File: src/rtl/rxbuf_pkg.sv
package rxbuf_pkg;
  localparam int CHAR_W = 8;
  localparam int WORD_W = 16;

  typedef struct packed {
    logic              fe;
    logic              pe;
    logic [CHAR_W-1:0] data;
  } rx_entry_t;
endpackage

File: src/rtl/rxbuf_queue.sv
module rxbuf_queue
  import rxbuf_pkg::*;
#(
  parameter int DEPTH = 4
) (
  input  logic      clk,
  input  logic      rst_n,
  input  logic      push,
  input  logic      pop,
  input  logic      cap_one,
  input  rx_entry_t wr_entry,
  output rx_entry_t head,
  output logic      not_empty,
  output logic      has_room
);
  localparam int PTR_W = (DEPTH > 1) ? $clog2(DEPTH) : 1;
  localparam int CNT_W = $clog2(DEPTH + 1);
  localparam logic [CNT_W-1:0] FULL_CNT = CNT_W'(DEPTH);
  localparam logic [PTR_W-1:0] LAST_PTR = PTR_W'(DEPTH - 1);

  rx_entry_t        slots [DEPTH];
  logic [PTR_W-1:0] wr_ptr, rd_ptr;
  logic [CNT_W-1:0] count;

  function automatic logic [PTR_W-1:0] next_ptr(input logic [PTR_W-1:0] p);
    return (p == LAST_PTR) ? '0 : p + 1'b1;
  endfunction

  always_ff @(posedge clk or negedge rst_n) begin
    if (!rst_n) begin
      for (int i = 0; i < DEPTH; i++) slots[i] <= '0;
      wr_ptr <= '0;
      rd_ptr <= '0;
      count  <= '0;
    end else begin
      if (push) begin
        slots[wr_ptr] <= wr_entry;
        wr_ptr        <= next_ptr(wr_ptr);
      end
      if (pop) rd_ptr <= next_ptr(rd_ptr);
      if (push && !pop)      count <= count + 1'b1;
      else if (pop && !push) count <= count - 1'b1;
    end
  end

  assign head      = slots[rd_ptr];
  assign not_empty = (count != '0);
  assign has_room  = cap_one ? (count == '0) : (count != FULL_CNT);
endmodule

File: src/rtl/rxbuf_overrun.sv
module rxbuf_overrun (
  input  logic clk,
  input  logic rst_n,
  input  logic drop,
  output logic flag
);
  always_ff @(posedge clk or negedge rst_n) begin
    if (!rst_n)    flag <= 1'b0;
    else if (drop) flag <= 1'b1;
  end
endmodule

File: src/rtl/rxbuf_format.sv
module rxbuf_format
  import rxbuf_pkg::*;
(
  input  rx_entry_t           head,
  input  logic                not_empty,
  input  logic                fifo_mode,
  output logic [WORD_W-1:0]   word
);
  localparam int GAP_W = WORD_W - CHAR_W - 2;

  always_comb begin
    if (not_empty)
      word = {head.fe & fifo_mode, head.pe & fifo_mode, {GAP_W{1'b0}}, head.data};
    else
      word = '0;
  end
endmodule

File: src/rtl/rx_char_buffer.sv
module rx_char_buffer
  import rxbuf_pkg::*;
#(
  parameter int DEPTH = 4
) (
  input  logic              clk,
  input  logic              rst_n,
  input  logic              fifo_mode,
  input  logic              rx_int_en,
  input  logic              char_valid,
  input  logic [CHAR_W-1:0] char_data,
  input  logic              char_fe,
  input  logic              char_pe,
  output logic              char_ready,
  input  logic              rd_strobe,
  output logic [WORD_W-1:0] rd_word,
  output logic              rx_ready,
  output logic              rx_irq,
  output logic              overrun
);
  rx_entry_t in_entry, head;
  logic      not_empty, has_room, push, pop, drop;

  assign in_entry = '{fe: char_fe, pe: char_pe, data: char_data};
  assign push     = char_valid && has_room;
  assign drop     = char_valid && !has_room;
  assign pop      = rd_strobe && not_empty;

  rxbuf_queue #(.DEPTH(DEPTH)) queue_i (
    .clk(clk), .rst_n(rst_n), .push(push), .pop(pop), .cap_one(!fifo_mode),
    .wr_entry(in_entry), .head(head), .not_empty(not_empty), .has_room(has_room)
  );

  rxbuf_overrun ovr_i (.clk(clk), .rst_n(rst_n), .drop(drop), .flag(overrun));

  rxbuf_format fmt_i (
    .head(head), .not_empty(not_empty), .fifo_mode(fifo_mode), .word(rd_word)
  );

  assign char_ready = has_room;
  assign rx_ready   = not_empty;
  assign rx_irq     = not_empty && rx_int_en;
endmodule

File: config.mk
export PLATFORM = sky130hd
export DESIGN_NAME = rx_char_buffer
export DESIGN_NICKNAME = d
export VERILOG_FILES = /design/src/rtl/rxbuf_pkg.sv /design/src/rtl/rxbuf_queue.sv /design/src/rtl/rxbuf_overrun.sv /design/src/rtl/rxbuf_format.sv /design/src/rtl/rx_char_buffer.sv
export SDC_FILE = /design/constraint.sdc
export NUM_CORES = 1
export LEC_CHECK = 0
export BUFFER_PORTS_ARGS = -buffer_cell sky130_fd_sc_hd__buf_2
export CORE_UTILIZATION = 49
export DETAILED_ROUTE_END_ITERATION = 6
export MAX_ROUTING_LAYER = met4
export PLACE_DENSITY = 0.68
export SLEW_MARGIN = 0
export SYNTH_ARGS = -nofsm -noshare
export SYNTH_HDL_FRONTEND = slang
export SYNTH_SLANG_ARGS = --single-unit
export TNS_END_PERCENT = 20
File: constraint.sdc
create_clock -name clk -period 3.1 [get_ports clk]
set_clock_uncertainty 0.15 [all_clocks]
set_input_delay 0.31 -clock clk [delete_from_list [all_inputs] [get_ports clk]]
set_output_delay 0.31 -clock clk [all_outputs]
set_load 0.1 [all_outputs]
Word level (Yosys, flattened, before mapping):

Cells that the tools add are included.
Widths: inputs -> output; s select.

* logic and storage cells: 55
* register bits: 48

* mux-type cells: 12
* bitwise logic cells: 4
* equal/unequal tests: 3
* add/subtract/negate cells: 4
* order comparisons: 3
* reduce and logical (&&, ||, !) cells: 13

Operator list (count)
* $bwmux 40: 1
* $mux 10: 3
* $bmux 10 s2: 1
* $demux 10 s2: 1
* $mux 16: 1
* $logic_and 1x1->1: 7
* $ge 3x3->1 const B: 2
* $mux 3: 2
* $not 2->3: 2
* $add 2x1->2 const B: 2
* $eq 2x2->1 const B: 2
* $mux 2: 2
* $add 3x1->3 const B: 1
* $logic_not 1->1: 3
* $logic_not 3->1: 1
* $lt 3x1->1 const B: 1
* $ne 3x3->1 const B: 1
* $reduce_bool 3->1: 1
* $sub 3x1->3 const B: 1
* $and 1x1->1: 2
* $reduce_bool 2->1: 1
* $mux 1: 1

Longest topological paths before layout:

* depth after elaboration: 7
* mapped depth: 9

Cells and area by module:

Synthesis repeated with hierarchy kept, for this count alone.

* cell total of the unflattened synthesis: 154
* area, all modules: 2312.2 sq um

By module, submodules not included
* rxbuf_queue: cells each 130, sequential area each 1176.1 sq um, times used 1, area an instance 2127.0 sq um
* rxbuf_format: cells each 17, sequential area each 0.0 sq um, times used 1, area an instance 121.4 sq um
* rx_char_buffer: cells each 5, sequential area each 0.0 sq um, times used 1, area an instance 32.5 sq um
* rxbuf_overrun: cells each 2, sequential area each 25.0 sq um, times used 1, area an instance 31.3 sq um

Worst setup path after synthesis:

Ideal clock, no wire load.

* kind: flip-flop to output port
* from: reg queue_i.count[0]
* to: out char_ready
* stages on the path, launching flop included: 5
* slack: -7 ps
* required time: 2640 ps
* arrival time: 2647 ps
* cells stage by stage: dfrtp_1 -> or3_1 -> buf_6 -> clkbuf_1 -> nand2_1

* cells in the longest elaborated chain, start to end: 2
* elaborated cells between the ends (all ways): 3
* those cells by class: eq/ne (1); mux (1); reduce/logical (1)

RTL lines
* start, declared: RTL line rxbuf_queue.sv:23 `logic [CNT_W-1:0] count;`
* start signal, assigned: RTL line rxbuf_queue.sv:41 `if (push && !pop) count <= count + 1'b1;`
* start signal, assigned: RTL line rxbuf_queue.sv:42 `else if (pop && !push) count <= count - 1'b1;`
* $ne 3x3->1 or $logic_not 3->1 (tied branches): RTL line rxbuf_queue.sv:48 `assign has_room = cap_one ? (count == '0) : (count != FULL_CNT);`
* $mux 1 (*): RTL line rxbuf_queue.sv:48
* end, declared: RTL line rx_char_buffer.sv:14 `output logic char_ready,`

Mark *: on every way between the ends. The rest lies on a longest branch, timed or not.

Worst setup path in the final report:

* from: reg queue_i.count[0]
* to: reg queue_i.count[1]

* cells in the longest elaborated chain, start to end: 6
* elaborated cells between the ends (all ways): 15
* those cells by class: add/sub (2); eq/ne (1); mux (3); reduce/logical (9)

RTL lines
* $ne 3x3->1 or $logic_not 3->1 (tied branches): RTL line rxbuf_queue.sv:48
* $mux 1 (*): RTL line rxbuf_queue.sv:48
* $logic_and 1x1->1 (*): RTL line rx_char_buffer.sv:25 `assign push = char_valid && has_room;`
* net push: RTL line rx_char_buffer.sv:22 `logic not_empty, has_room, push, pop, drop;`
* $logic_not 1->1: RTL line rxbuf_queue.sv:42
* $logic_and 1x1->1: RTL line rxbuf_queue.sv:42
* $reduce_bool 2->1 (no line)

Mark *: on every way through the listed nets, which the timed path passes. The rest lies on a longest branch. The select of a mux whose other input is x is not followed.
A chain may end at the register's enable or synchronous reset.

==> flow_metrics.tcl <==
set metrics [dict create \
    place_congestion 0.731 \
    ys_ff_latch 48 \
    setup_viol 0 \
    critPathCaptureType "register" \
    fillerInstances 368 \
    synth_ff_type "dfrtp_1" \
    clk_pin_slew_ps 90 \
    grt_usage_pct 19.6 \
    rsz0062_at_grt "false" \
    crit_buf_inv 1 \
    grt_pass1_wl_um 7180 \
    min_period_ps 2600 \
    crit_arrival_ps 2630 \
    die_area_mm2 0.00505 \
    final_max_slew_viol_count 0 \
    wl_um 4120 \
    crit_chain "o21ai_2 > a21boi_0 > ha_1 > inv_1 > fa_1 > mux2_2" \
    drt_iter0_markers 42 \
    avgViaCountPerCell 5.51 \
    ys_seq_area_share_pct 51.4 \
    synth.most_common_cell "dfrtp_1" \
    rows 24 \
    synthCells 155 \
    synth_top_cell_by_area "dfrtp_1" \
    start_util_pct 52.2 \
    violations "design-rule violations" \
    grt_pass1_vias 1489 \
    synth_area_mm2 0.00234 \
    path_class "reg2reg" \
    grt_max_degree 49 \
    cts-root-buf "clkbuf_8" \
    slowest_stage "o21ai_2" \
    tightest_slew_ps 1040 \
    cts.sinks 48 \
    dr_total_vias 1327 \
    cap_violations 0 \
    synth_area_per_cell_um2 15.1 \
    worstPathRequired_ps 3130 \
    synthTopCellsByCount "dfrtp_1 (48), mux2_2 (42), mux4_2 (10), and2_1 (9)" \
    drive_gt1_share_pct 51.9 \
    synth_top_area_share_pct 51.4 \
    synth_cell_type_count 23 \
    crit_family "compound AO/OA/AOI/OAI gates" \
    crit_fanout 7 \
    post_cts.repair.setup_buffers 0 \
    outcome "finished with violations" \
    clock_latency_ps 290 \
    synth_edf_count 0 \
    syn2layout_area_growth_pct 12.4 \
    cts_hold_buf 0 \
    critPathMaxStageDelay_ps 520 \
    fmax_mhz 385 \
    cp-start-kind "register" \
    hold_viol_final 0 \
    drtAntennaViolNets 0 \
    cts_tree "yes" \
    finalCritPeriodShare_pct 83.8 \
    cts-buffers-inserted 5 \
    slew_headroom_pct 30.8 \
    drtPass1Iterations 7 \
    dieWidth_um 71.1 \
    h-tree-depth 2 \
    dp_hpwl_um 2790 \
    pin_count 36 \
    io_buffers 29 \
    avgRoutedWirePerCell_um 17.1 \
    yosys-top-cells-area "dfrtp_1 (51%), mux2_2 (20%), mux4_2 (9.6%)" \
    nets 211 \
    n_antenna_cell 0 \
    hold_path_class "in2async" \
    die_h_um 71.1 \
    postCtsResizedCells 0 \
    placeableCoreArea_mm2 0.00447 \
    tns_ps 0 \
    antenna_found_initial 0 \
    post-route-drc-count 2 \
    grt_overflow 0 \
    synth_warnings 0 \
    clock_path_buffers 2 \
    async_flop_share_pct 100 \
]
==> registers in the layout, summed over array words and instances, names as in the netlist <==
register / cells
queue_i.wr_ptr: 2
queue_i.slots: 40
ovr_i.flag: 1
queue_i.count: 3
queue_i.rd_ptr: 2
==> layer usage <==
metal  GRT usage, %  wire length, um  share of wire, %
met5              -                0                 0
met1           24.0             1800                44
met4           6.44               35              0.85
met3           4.42              141               3.4
met2           32.4             2150                52
==> final cells by class <==
cell class | count | area, um2 | area share (%)
well taps | 52 | 65.1 | 2.48
clock buffers | 5 | 68.8 | 2.62
clock inverters | 3 | 42.5 | 1.62
repair buffers | 31 | 160 | 6.10
inverters | 3 | 11.3 | 0.429
multi-input cells | 99 | 1080 | 41.0
flip-flops and latches | 48 | 1200 | 45.7
==> final timing paths <==
path | end | start | cells past startpoint | slack, ps
min in group clk | queue_i.slots[12]$_DFFE_PN0P_ | char_data[2] | 2 | 120
max in group asynchronous | queue_i.count[1]$_DFFE_PN0P_ | rst_n | 1 | 2120
worst min register to register | queue_i.count[2]$_DFFE_PN0P_ | queue_i.count[2]$_DFFE_PN0P_ | 1 | 320
worst max-delay path | queue_i.count[1]$_DFFE_PN0P_ | queue_i.count[0]$_DFFE_PN0P_ | 6 | 500
worst min-delay path | queue_i.slots[35]$_DFFE_PN0P_ | rst_n | 1 | 30
worst max register to register | queue_i.count[1]$_DFFE_PN0P_ | queue_i.count[0]$_DFFE_PN0P_ | 6 | 500
==> placed cells by master, fill, tap and decap left out, drive strengths merged <==
cell type,instances
a21boi,1
a21oi,4
a31o,1
and2,9
and3,2
buf,31
bufinv,1
clkbuf,5
clkinv,1
clkinvlp,1
conb,6
dfrtp,48
fa,1
ha,6
inv,3
mux2,45
mux4,10
nand2,6
nor2,3
o21ai,1
or3,1
xnor2,1
xor2,2
==> kinds of logic after synthesis <==
group                      after synthesis  synth area share [%]
muxes                                   55                  31.3
DFF                                     48                  51.4
and+or+nand+nor                         21                  4.66
buffers and inverters                   13                  3.43
adders and majority gates                7                  4.07
AOI/OAI and AO/OA                        7                  3.85
xor gates and xnor gates                 3                  1.12
other                                    1                 0.160
==> stage by stage <==
step           std cells  instance area [um2]  setup WS (ps)  util (%)  hold slack, ps
3_3_place_gp         233                 2510            582      56.2             300
5_1_grt              241                 2630            263      58.7             118
6_report             241                 2630            503      58.7            30.4
3_5_place_dp         233                 2510            507      56.2             311
2_1_floorplan        160                 2360           35.1         -            -136
4_1_cts              241                 2630            494      58.7            77.2
Power is not shown: default switching activity piles up to over one toggle a cycle in this logic, so the estimate is an artifact.
